## src/rtl/strobe_timer_pkg.sv

```systemverilog
package strobe_timer_pkg;

    localparam int CTRL_W  = 16;
    localparam int CNT_W   = 5;
    localparam int SHORT_W = 2;
    localparam logic [CNT_W-1:0] LONG_MIN = CNT_W'(4);

    typedef enum logic [1:0] {
        RATIO_X1 = 2'b00,
        RATIO_X2 = 2'b01,
        RATIO_X4 = 2'b10,
        RATIO_X8 = 2'b11
    } ratio_e;

    // Control word, MSB first
    typedef struct packed {
        logic [CNT_W-1:0]   neg_rd;
        logic [CNT_W-1:0]   end_cyc;
        logic [SHORT_W-1:0] end_addr;
        logic [SHORT_W-1:0] on_strobe;
        logic [SHORT_W-1:0] dly_start;
    } ctrl_t;

    // Legalised absolute counts
    typedef struct packed {
        logic [CNT_W-1:0] t_start;
        logic [CNT_W-1:0] t_addr_end;
        logic [CNT_W-1:0] t_strobe;
        logic [CNT_W-1:0] t_rd_off;
        logic [CNT_W-1:0] t_end;
    } timing_t;

    typedef struct packed {
        logic bus_start;
        logic addr_valid;
        logic rd_n;
        logic wr_n;
        logic done;
    } strobe_t;

    function automatic logic [SHORT_W-1:0] start_limit(ratio_e r);
        case (r)
            RATIO_X1: return SHORT_W'(0);
            RATIO_X2: return SHORT_W'(1);
            default:  return SHORT_W'(3);
        endcase
    endfunction

    function automatic logic [CNT_W-1:0] widen(logic [SHORT_W-1:0] v);
        return {{(CNT_W-SHORT_W){1'b0}}, v};
    endfunction

endpackage

```

## src/rtl/strobe_timer_cfg.sv

```systemverilog
module strobe_timer_cfg
    import strobe_timer_pkg::*;
#(
    parameter logic [CTRL_W-1:0] RESET_VAL = 16'hEFFC
) (
    input  logic              clk,
    input  logic              rst,
    input  logic              wr_en,
    input  logic [CTRL_W-1:0] wr_data,
    input  logic [1:0]        ratio_in,
    output ctrl_t             ctrl_q,
    output ratio_e            ratio_q
);

    always_ff @(posedge clk) begin
        if (rst) begin
            ctrl_q  <= ctrl_t'(RESET_VAL);
            ratio_q <= RATIO_X1;
        end else if (wr_en) begin
            ctrl_q  <= ctrl_t'(wr_data);
            ratio_q <= ratio_e'(ratio_in);
        end
    end

endmodule

```

## src/rtl/strobe_timer_legal.sv

```systemverilog
module strobe_timer_legal
    import strobe_timer_pkg::*;
(
    input  ctrl_t   ctrl,
    input  ratio_e  ratio,
    output timing_t tim,
    output logic    bad
);

    logic [SHORT_W-1:0] lim;
    logic [SHORT_W-1:0] st;
    logic [CNT_W-1:0]   span_raw;
    logic [CNT_W-1:0]   span;
    logic [CNT_W-1:0]   e_min;
    logic [CNT_W-1:0]   e_fix;
    logic [CNT_W-1:0]   r_min;
    logic [CNT_W-1:0]   r_fix;

    always_comb begin
        lim      = start_limit(ratio);
        st       = (ctrl.dly_start > lim) ? lim : ctrl.dly_start;
        span_raw = widen(ctrl.dly_start) + widen(ctrl.end_addr);
        span     = widen(st) + widen(ctrl.end_addr);
        // cycle end: at least the minimum code, then at least the address span
        e_min    = (ctrl.end_cyc < LONG_MIN) ? LONG_MIN : ctrl.end_cyc;
        e_fix    = (e_min < span) ? span : e_min;
        // read negate: at least the minimum code, at most the cycle end
        r_min    = (ctrl.neg_rd < LONG_MIN) ? LONG_MIN : ctrl.neg_rd;
        r_fix    = (r_min > e_fix) ? e_fix : r_min;

        bad = (ctrl.dly_start > lim)
            | (ctrl.end_cyc < LONG_MIN)
            | (ctrl.neg_rd < LONG_MIN)
            | (ctrl.neg_rd > ctrl.end_cyc)
            | (ctrl.end_cyc < span_raw);

        tim.t_start    = widen(st);
        tim.t_addr_end = span;
        tim.t_strobe   = widen(ctrl.on_strobe);
        tim.t_rd_off   = r_fix;
        tim.t_end      = e_fix;
    end

endmodule

```

## src/rtl/strobe_timer_seq.sv

```systemverilog
module strobe_timer_seq
    import strobe_timer_pkg::*;
(
    input  logic             clk,
    input  logic             rst,
    input  logic             req,
    input  logic             rd_in,
    input  timing_t          tim_in,
    input  logic             bad_in,
    output logic             busy,
    output logic [CNT_W-1:0] cnt,
    output timing_t          tim_q,
    output logic             rd_q,
    output logic             err
);

    logic accept;
    assign accept = req && !busy;

    always_ff @(posedge clk) begin
        if (rst) begin
            busy  <= 1'b0;
            cnt   <= '0;
            tim_q <= '0;
            rd_q  <= 1'b0;
            err   <= 1'b0;
        end else if (accept) begin
            busy  <= 1'b1;
            cnt   <= '0;
            tim_q <= tim_in;
            rd_q  <= rd_in;
            err   <= bad_in;
        end else if (busy) begin
            if (cnt == tim_q.t_end) begin
                busy <= 1'b0;
            end else begin
                cnt <= cnt + CNT_W'(1);
            end
        end
    end

endmodule

```

## src/rtl/strobe_timer_out.sv

```systemverilog
module strobe_timer_out
    import strobe_timer_pkg::*;
(
    input  logic             busy,
    input  logic [CNT_W-1:0] cnt,
    input  timing_t          tim,
    input  logic             rd,
    output strobe_t          stb
);

    logic in_strobe;

    always_comb begin
        in_strobe      = busy && (cnt >= tim.t_strobe);
        stb.bus_start  = busy && (cnt == tim.t_start);
        stb.addr_valid = busy && (cnt >= tim.t_start) && (cnt <= tim.t_addr_end);
        stb.rd_n       = !(in_strobe && rd && (cnt < tim.t_rd_off));
        stb.wr_n       = !(in_strobe && !rd && (cnt < tim.t_end));
        stb.done       = busy && (cnt == tim.t_end);
    end

endmodule

```

## src/rtl/strobe_timer.sv

```systemverilog
module strobe_timer
    import strobe_timer_pkg::*;
#(
    parameter logic [15:0] RESET_VAL = 16'hEFFC
) (
    input  logic        clk,
    input  logic        rst,
    input  logic        reg_we,
    input  logic [15:0] reg_wdata,
    input  logic [1:0]  ratio_sel,
    output logic [15:0] reg_rdata,
    input  logic        acc_req,
    input  logic        acc_read,
    output logic        bus_start,
    output logic        addr_valid,
    output logic        rd_en_n,
    output logic        wr_en_n,
    output logic        cycle_done,
    output logic        cfg_err
);

    ctrl_t            ctrl_q;
    ratio_e           ratio_q;
    timing_t          tim_now;
    timing_t          tim_run;
    logic             bad_now;
    logic             busy;
    logic             rd_run;
    logic [CNT_W-1:0] cnt;
    strobe_t          stb;

    strobe_timer_cfg #(.RESET_VAL(RESET_VAL)) u_cfg (
        .clk      (clk),
        .rst      (rst),
        .wr_en    (reg_we),
        .wr_data  (reg_wdata),
        .ratio_in (ratio_sel),
        .ctrl_q   (ctrl_q),
        .ratio_q  (ratio_q)
    );

    strobe_timer_legal u_legal (
        .ctrl  (ctrl_q),
        .ratio (ratio_q),
        .tim   (tim_now),
        .bad   (bad_now)
    );

    strobe_timer_seq u_seq (
        .clk    (clk),
        .rst    (rst),
        .req    (acc_req),
        .rd_in  (acc_read),
        .tim_in (tim_now),
        .bad_in (bad_now),
        .busy   (busy),
        .cnt    (cnt),
        .tim_q  (tim_run),
        .rd_q   (rd_run),
        .err    (cfg_err)
    );

    strobe_timer_out u_out (
        .busy (busy),
        .cnt  (cnt),
        .tim  (tim_run),
        .rd   (rd_run),
        .stb  (stb)
    );

    assign reg_rdata  = ctrl_q;
    assign bus_start  = stb.bus_start;
    assign addr_valid = stb.addr_valid;
    assign rd_en_n    = stb.rd_n;
    assign wr_en_n    = stb.wr_n;
    assign cycle_done = stb.done;

endmodule

```

## config.mk

```make
export PLATFORM = sky130hd
export DESIGN_NAME = strobe_timer
export DESIGN_NICKNAME = d
export VERILOG_FILES = /design/src/rtl/strobe_timer_pkg.sv /design/src/rtl/strobe_timer_cfg.sv /design/src/rtl/strobe_timer_legal.sv /design/src/rtl/strobe_timer_seq.sv /design/src/rtl/strobe_timer_out.sv /design/src/rtl/strobe_timer.sv
export SDC_FILE = /design/constraint.sdc
export NUM_CORES = 1
export LEC_CHECK = 0
export ABC_AREA = 0
export BUFFER_PORTS_ARGS = -buffer_cell sky130_fd_sc_hd__buf_2
export CAP_MARGIN = 30
export CORE_MARGIN = 2
export CORE_UTILIZATION = 24
export CTS_BUF_LIST = sky130_fd_sc_hd__clkbuf_8 sky130_fd_sc_hd__clkbuf_16
export DETAILED_ROUTE_END_ITERATION = 6
export SLEW_MARGIN = 20
export SYNTH_ARGS = -nofsm -noshare
export SYNTH_HDL_FRONTEND = slang
export SYNTH_SLANG_ARGS = --single-unit
```

## constraint.sdc

```tcl
create_clock -name clk -period 5.3 [get_ports clk]
set_input_delay 1.59 -clock clk [delete_from_list [all_inputs] [get_ports clk]]
set_output_delay 1.59 -clock clk [all_outputs]
set_load 0.01 [all_outputs]
```

Yosys cells after proc, flatten, opt, wreduce, memory -nomap -nowiden. Index checks and enable logic that the tools add are counted.

Order comparisons: 12. Mux-type cells: 9. Bitwise operators: 5. Equal/unequal tests: 3. $add $sub $neg: 3. Reductions and logical operators: 17.

Operators with widths (count): $lt A5 B5 Y1 (4); $mux W5 (4); $ge A5 B2 Y1 (2); $gt A5 B5 Y1 (2); $logic_and A1 B1 Y1 (10); $lt A5 B3 Y1 const B (2); $add A2 B2 Y3 (2); $add A5 B1 Y5 const B (1); $eq A5 B2 Y1 (1); $eq A5 B5 Y1 (1); $le A5 B5 Y1 (1); $logic_not A1 Y1 (4); $or A1 B1 Y1 (4); $pmux W2 S2 (1); $mux W1 (3); $eq A2 B1 Y1 const B (1); $gt A2 B2 Y1 (1); $logic_not A2 Y1 (1); $mux W2 (1); $reduce_and A2 Y1 (1); $reduce_or A2 Y1 (1); $not A1 Y1 (1).

Bits of input ports: 23. Word-level logic and storage cells: 64. Register bits after elaboration: 45.

Longest topological paths before layout.
Word-level depth: 9. Depth in mapped cells: 19. Gate-level depth less buffers: 19.

Cells and area by module. Synthesis repeated with hierarchy kept, for this count alone.

Cell total of the unflattened synthesis: 412. Area, all modules: 3429.5 µm².

By module, submodules not included: strobe_timer_seq (area an instance 1350.0 µm², cells each 161, instances 1); strobe_timer_legal (area an instance 779.5 µm², cells each 109, instances 1); strobe_timer_cfg (area an instance 674.4 µm², cells each 59, instances 1); strobe_timer_out (area an instance 625.6 µm², cells each 83, instances 1).

Worst setup path before layout. Ideal clock, no wire load.

Path type: register -> register. Start: register u_cfg.ctrl_q[1] (netlist name). End: register u_seq.tim_q[5] (netlist name). Library setup time: 0.122 ns. Path slack: 0.748 ns. Arrival: 4.430 ns. Stages on the path, launching flop included: 19. Buffers on the path: 0. Cells stage by stage: dfxtp_1 > ha_1 > nor2b_1 > o21ai_0 > mux2_2 > ha_1 > fa_1 > inv_1 > ha_1 > a2111oi_0 > o211ai_1 > o21a_1 > inv_1 > ha_1 > a211oi_1 > nor2_1 > o32ai_4 > nor4b_1 > a311o_1.

RTL lines: end signal: assignment (line strobe_timer_seq.sv:30) `tim_q <= tim_in;`; end: declaration (line strobe_timer_seq.sv:12) `output timing_t tim_q,`.

==> out/results.ini <==
[yosys]
syn_nets = 377
ys_types = 47
synthCells = 316
synth_seq_cells = 43
synth_area_per_cell_sq_um = 8.51
netlist_area_sq_mm = 0.00269
yosysSeqAreaShare_pct = 32.0
synth_warnings = 0

[setup_path]
cp-end-kind = flip-flop
critical-path-top-cell-by-count = ha_1
crit_fanout = 7
critical_path_required_ns = 5.49
critPathKind = reg -> reg
slowest_stage = a2111oi_0
arrival_ns = 5.10
slowest_delay_ns = 0.53
path_cells = inv_1, ha_1, nor2b_1, o21ai_0, mux2_2, ha_1, fa_1, inv_1, ha_1, a2111oi_0, o211ai_1, o21a_1, inv_1, ha_1, a211oi_1, nor2_1, o32ai_4, nor4b_1, a311o_1
start_kind = flip-flop

[sta]
slew_headroom_pct = 59.4
rsz0062_at_grt = false
layout_min_cycle_time_ns = 4.91
fin_ws_ns = 0.388
slew_viol_final = 0
fmax_mhz = 204
tightest_slew_ns = 0.607
period_share_pct = 92.7
hold_viol = 0
setup_tns_ns = 0
setup_viol = 0
skew_ns = 0.00434

[floorplanning]
io_pins = 45
die_w_um = 110
initial_core_util_pct = 24.7
rows = 38
die-area_sq_mm = 0.0121
fp.coreArea_sq_mm = 0.0109
die_h_um = 110

[pwr]
clock_power_share_pct = 27.0
p_switching_uw = 250
combPwrFrac_pct = 26.4
power_density_mw_per_mm2 = 256
ir_drop_uv = 109
sw_frac_of_total_pct = 31.5
power.leakage_uw = 0.00145
p_seq_share_pct = 46.5
internal_power_uw = 544
p_total_uw = 795

[clocking]
post_cts_resized = 0
cts_root_buf = clkbuf_8
cts_tree = done
clk_pin_slew_ns = 0.08
cts_setup_buffers = 0
cts_num_sinks = 43
clkLatencyLatePin_ns = 0.29
cts_buffer_depth = 2
cts_made_buffers = 5
hold_buffers = 0
ctsHtreeMaxLevel = 2

[layout]
drive_gt1_share_pct = 16.8
diodes = 0
final_cell_mix = 46 x nand2_1, 44 x buf_2, 43 x dfxtp_1, 36 x inv_1, 36 x ha_1
nets = 412
fill_cells = 1144
syn2layout_area_growth_pct = 15.3
final_common_cell = nand2_1

[global_routing]
grt_remaining_overflow = 0
antenna_found_initial = 0
grt_first_pass_wirelength_um = 10700
first_global_vias = 2221
grt_max_degree = 32
grt_use_total_pct = 11.2

[detailed_routing]
vias_per_cell = 4.52
finalWirelength_um = 6230
drcViolationCount = 0
vias = 2220
dr.first_iter.drc_count = 129
ant_nets = 0
wl_per_cell_um = 12.7
firstDrtPassIters = 4

[job]
maxCapViolations = 0

[placement]
dpl.hpwl_um = 4700
gp_congestion = 0.902
io_buffers = 44
dp_slack_ns = 0.376

[outcome]
status = finished, final reports clean

[hold_path]
worstHoldPathType = reg -> reg

## sequential cells by signal (all words and copies together), names as in the netlist
name / flops
u_seq.busy: 1
u_cfg.ctrl_q: 16
u_seq.err: 1
u_seq.cnt: 5
u_seq.rd_q: 1
u_seq.tim_q: 17
u_cfg.ratio_q: 2
## per-layer routing
layer | wire, um | vias up | GRT usage [%]
met1 | 3050 | 1013 | 15.2
met4 | 82 | 0 | 3.35
met2 | 2840 | 44 | 17.5
met5 | 0 | - | 0
met3 | 252 | 8 | 2.79
li1 | - | 1155 | -
## synth_stat cells, drive strengths merged
cell type | instances | area (sq um)
a41oi | 1 | 8.76
o31ai | 1 | 7.51
fa | 2 | 40.0
buf | 8 | 46.3
clkbuf | 9 | 33.8
o211ai | 6 | 45.0
nor2b | 6 | 37.5
dfxtp | 43 | 861
a31oi | 2 | 12.5
and3 | 3 | 18.8
a311oi | 1 | 8.76
a21o | 5 | 37.5
o21ai | 10 | 50.0
o22ai | 1 | 6.26
or2 | 1 | 6.26
a211oi | 4 | 30.0
nor4 | 1 | 6.26
mux2 | 3 | 37.5
nor2 | 17 | 63.8
o32ai | 1 | 27.5
nand3 | 3 | 15.0
nand2b | 4 | 25.0
xnor2 | 1 | 8.76
o21a | 2 | 15.0
a21oi | 19 | 106
xor2 | 3 | 26.3
o21bai | 1 | 7.51
or4 | 1 | 7.51
nand2 | 46 | 173
ha | 36 | 450
or3 | 2 | 12.5
mux2i | 18 | 180
o311ai | 1 | 8.76
inv | 36 | 135
a311o | 1 | 10.0
nor4b | 2 | 32.5
a2111oi | 1 | 8.76
nor3 | 9 | 45.0
nand4 | 3 | 18.8
o2111ai | 2 | 17.5
## power by group through the flow
| stage | clock network [uW] | registers [uW] | logic (uW) |
|---|---|---|---|
| 3_3_place_gp | 0 | 378 | 204 |
| 4_1_cts | 224 | 370 | 213 |
| 6_report | 215 | 370 | 210 |
| 3_5_place_dp | 0 | 378 | 210 |
| 5_1_grt | 238 | 375 | 241 |
| 2_1_floorplan | 0 | 372 | 158 |
## cells by family after synthesis
kind of cell	Yosys count	share of synthesized area, %
fa+ha+maj	38	18.2
flops	43	32.0
simple gates	98	17.2
compound gates	59	15.2
xor+xnor	4	1.30
buf+inv	53	8.00
mux	21	8.10
## through the flow
stage                     util [%]  hold slack, ns  std cells  instance area [sq um]
after floorplan                  -           0.436        316                   2690
after global placement        27.7           0.447        484                   3010
after detailed placement      27.7           0.450        484                   3010
after CTS                     28.5           0.461        491                   3100
after global routing          28.5           0.480        491                   3100
final                         28.5           0.457        491                   3100
## final timing paths
kind                                                    start                           to  slack (ns)  depth (start not counted)
worst max-delay path            u_cfg.ratio_q[1]$_SDFFE_PP0P_  u_seq.tim_q[5]$_SDFFE_PP0P_        0.39                         19
worst min-delay path              u_seq.tim_q[2]$_SDFFE_PP0P_  u_seq.tim_q[2]$_SDFFE_PP0P_        0.46                          2
worst min register to register    u_seq.tim_q[2]$_SDFFE_PP0P_  u_seq.tim_q[2]$_SDFFE_PP0P_        0.46                          2
worst max register to register  u_cfg.ratio_q[1]$_SDFFE_PP0P_  u_seq.tim_q[5]$_SDFFE_PP0P_        0.39                         19
## worst max-delay path, delay by kind of cell (launching register included)
| family | cells | cell delay [ns] |
|---|---|---|
| compound gates | 7 | 2.04 |
| fa+ha+maj | 5 | 1.38 |
| buf+inv | 3 | 0.25 |
| flops | 1 | 0.38 |
| mux | 1 | 0.39 |
| simple gates | 3 | 0.33 |
## area by class of cell
| cell class | instances | area [sq um] | share of cell area, % |
|---|---|---|---|
| Clock buffer | 6 | 82.6 | 2.66 |
| Clock inverter | 1 | 5.00 | 0.161 |
| Inverter | 36 | 135 | 4.36 |
| Multi-Input combinational cell | 220 | 1610 | 52.0 |
| Sequential cell | 43 | 861 | 27.8 |
| Tap cell | 140 | 175 | 5.65 |
| Timing Repair Buffer | 45 | 228 | 7.35 |
Note: power is estimated with default switching activity, not from simulation.
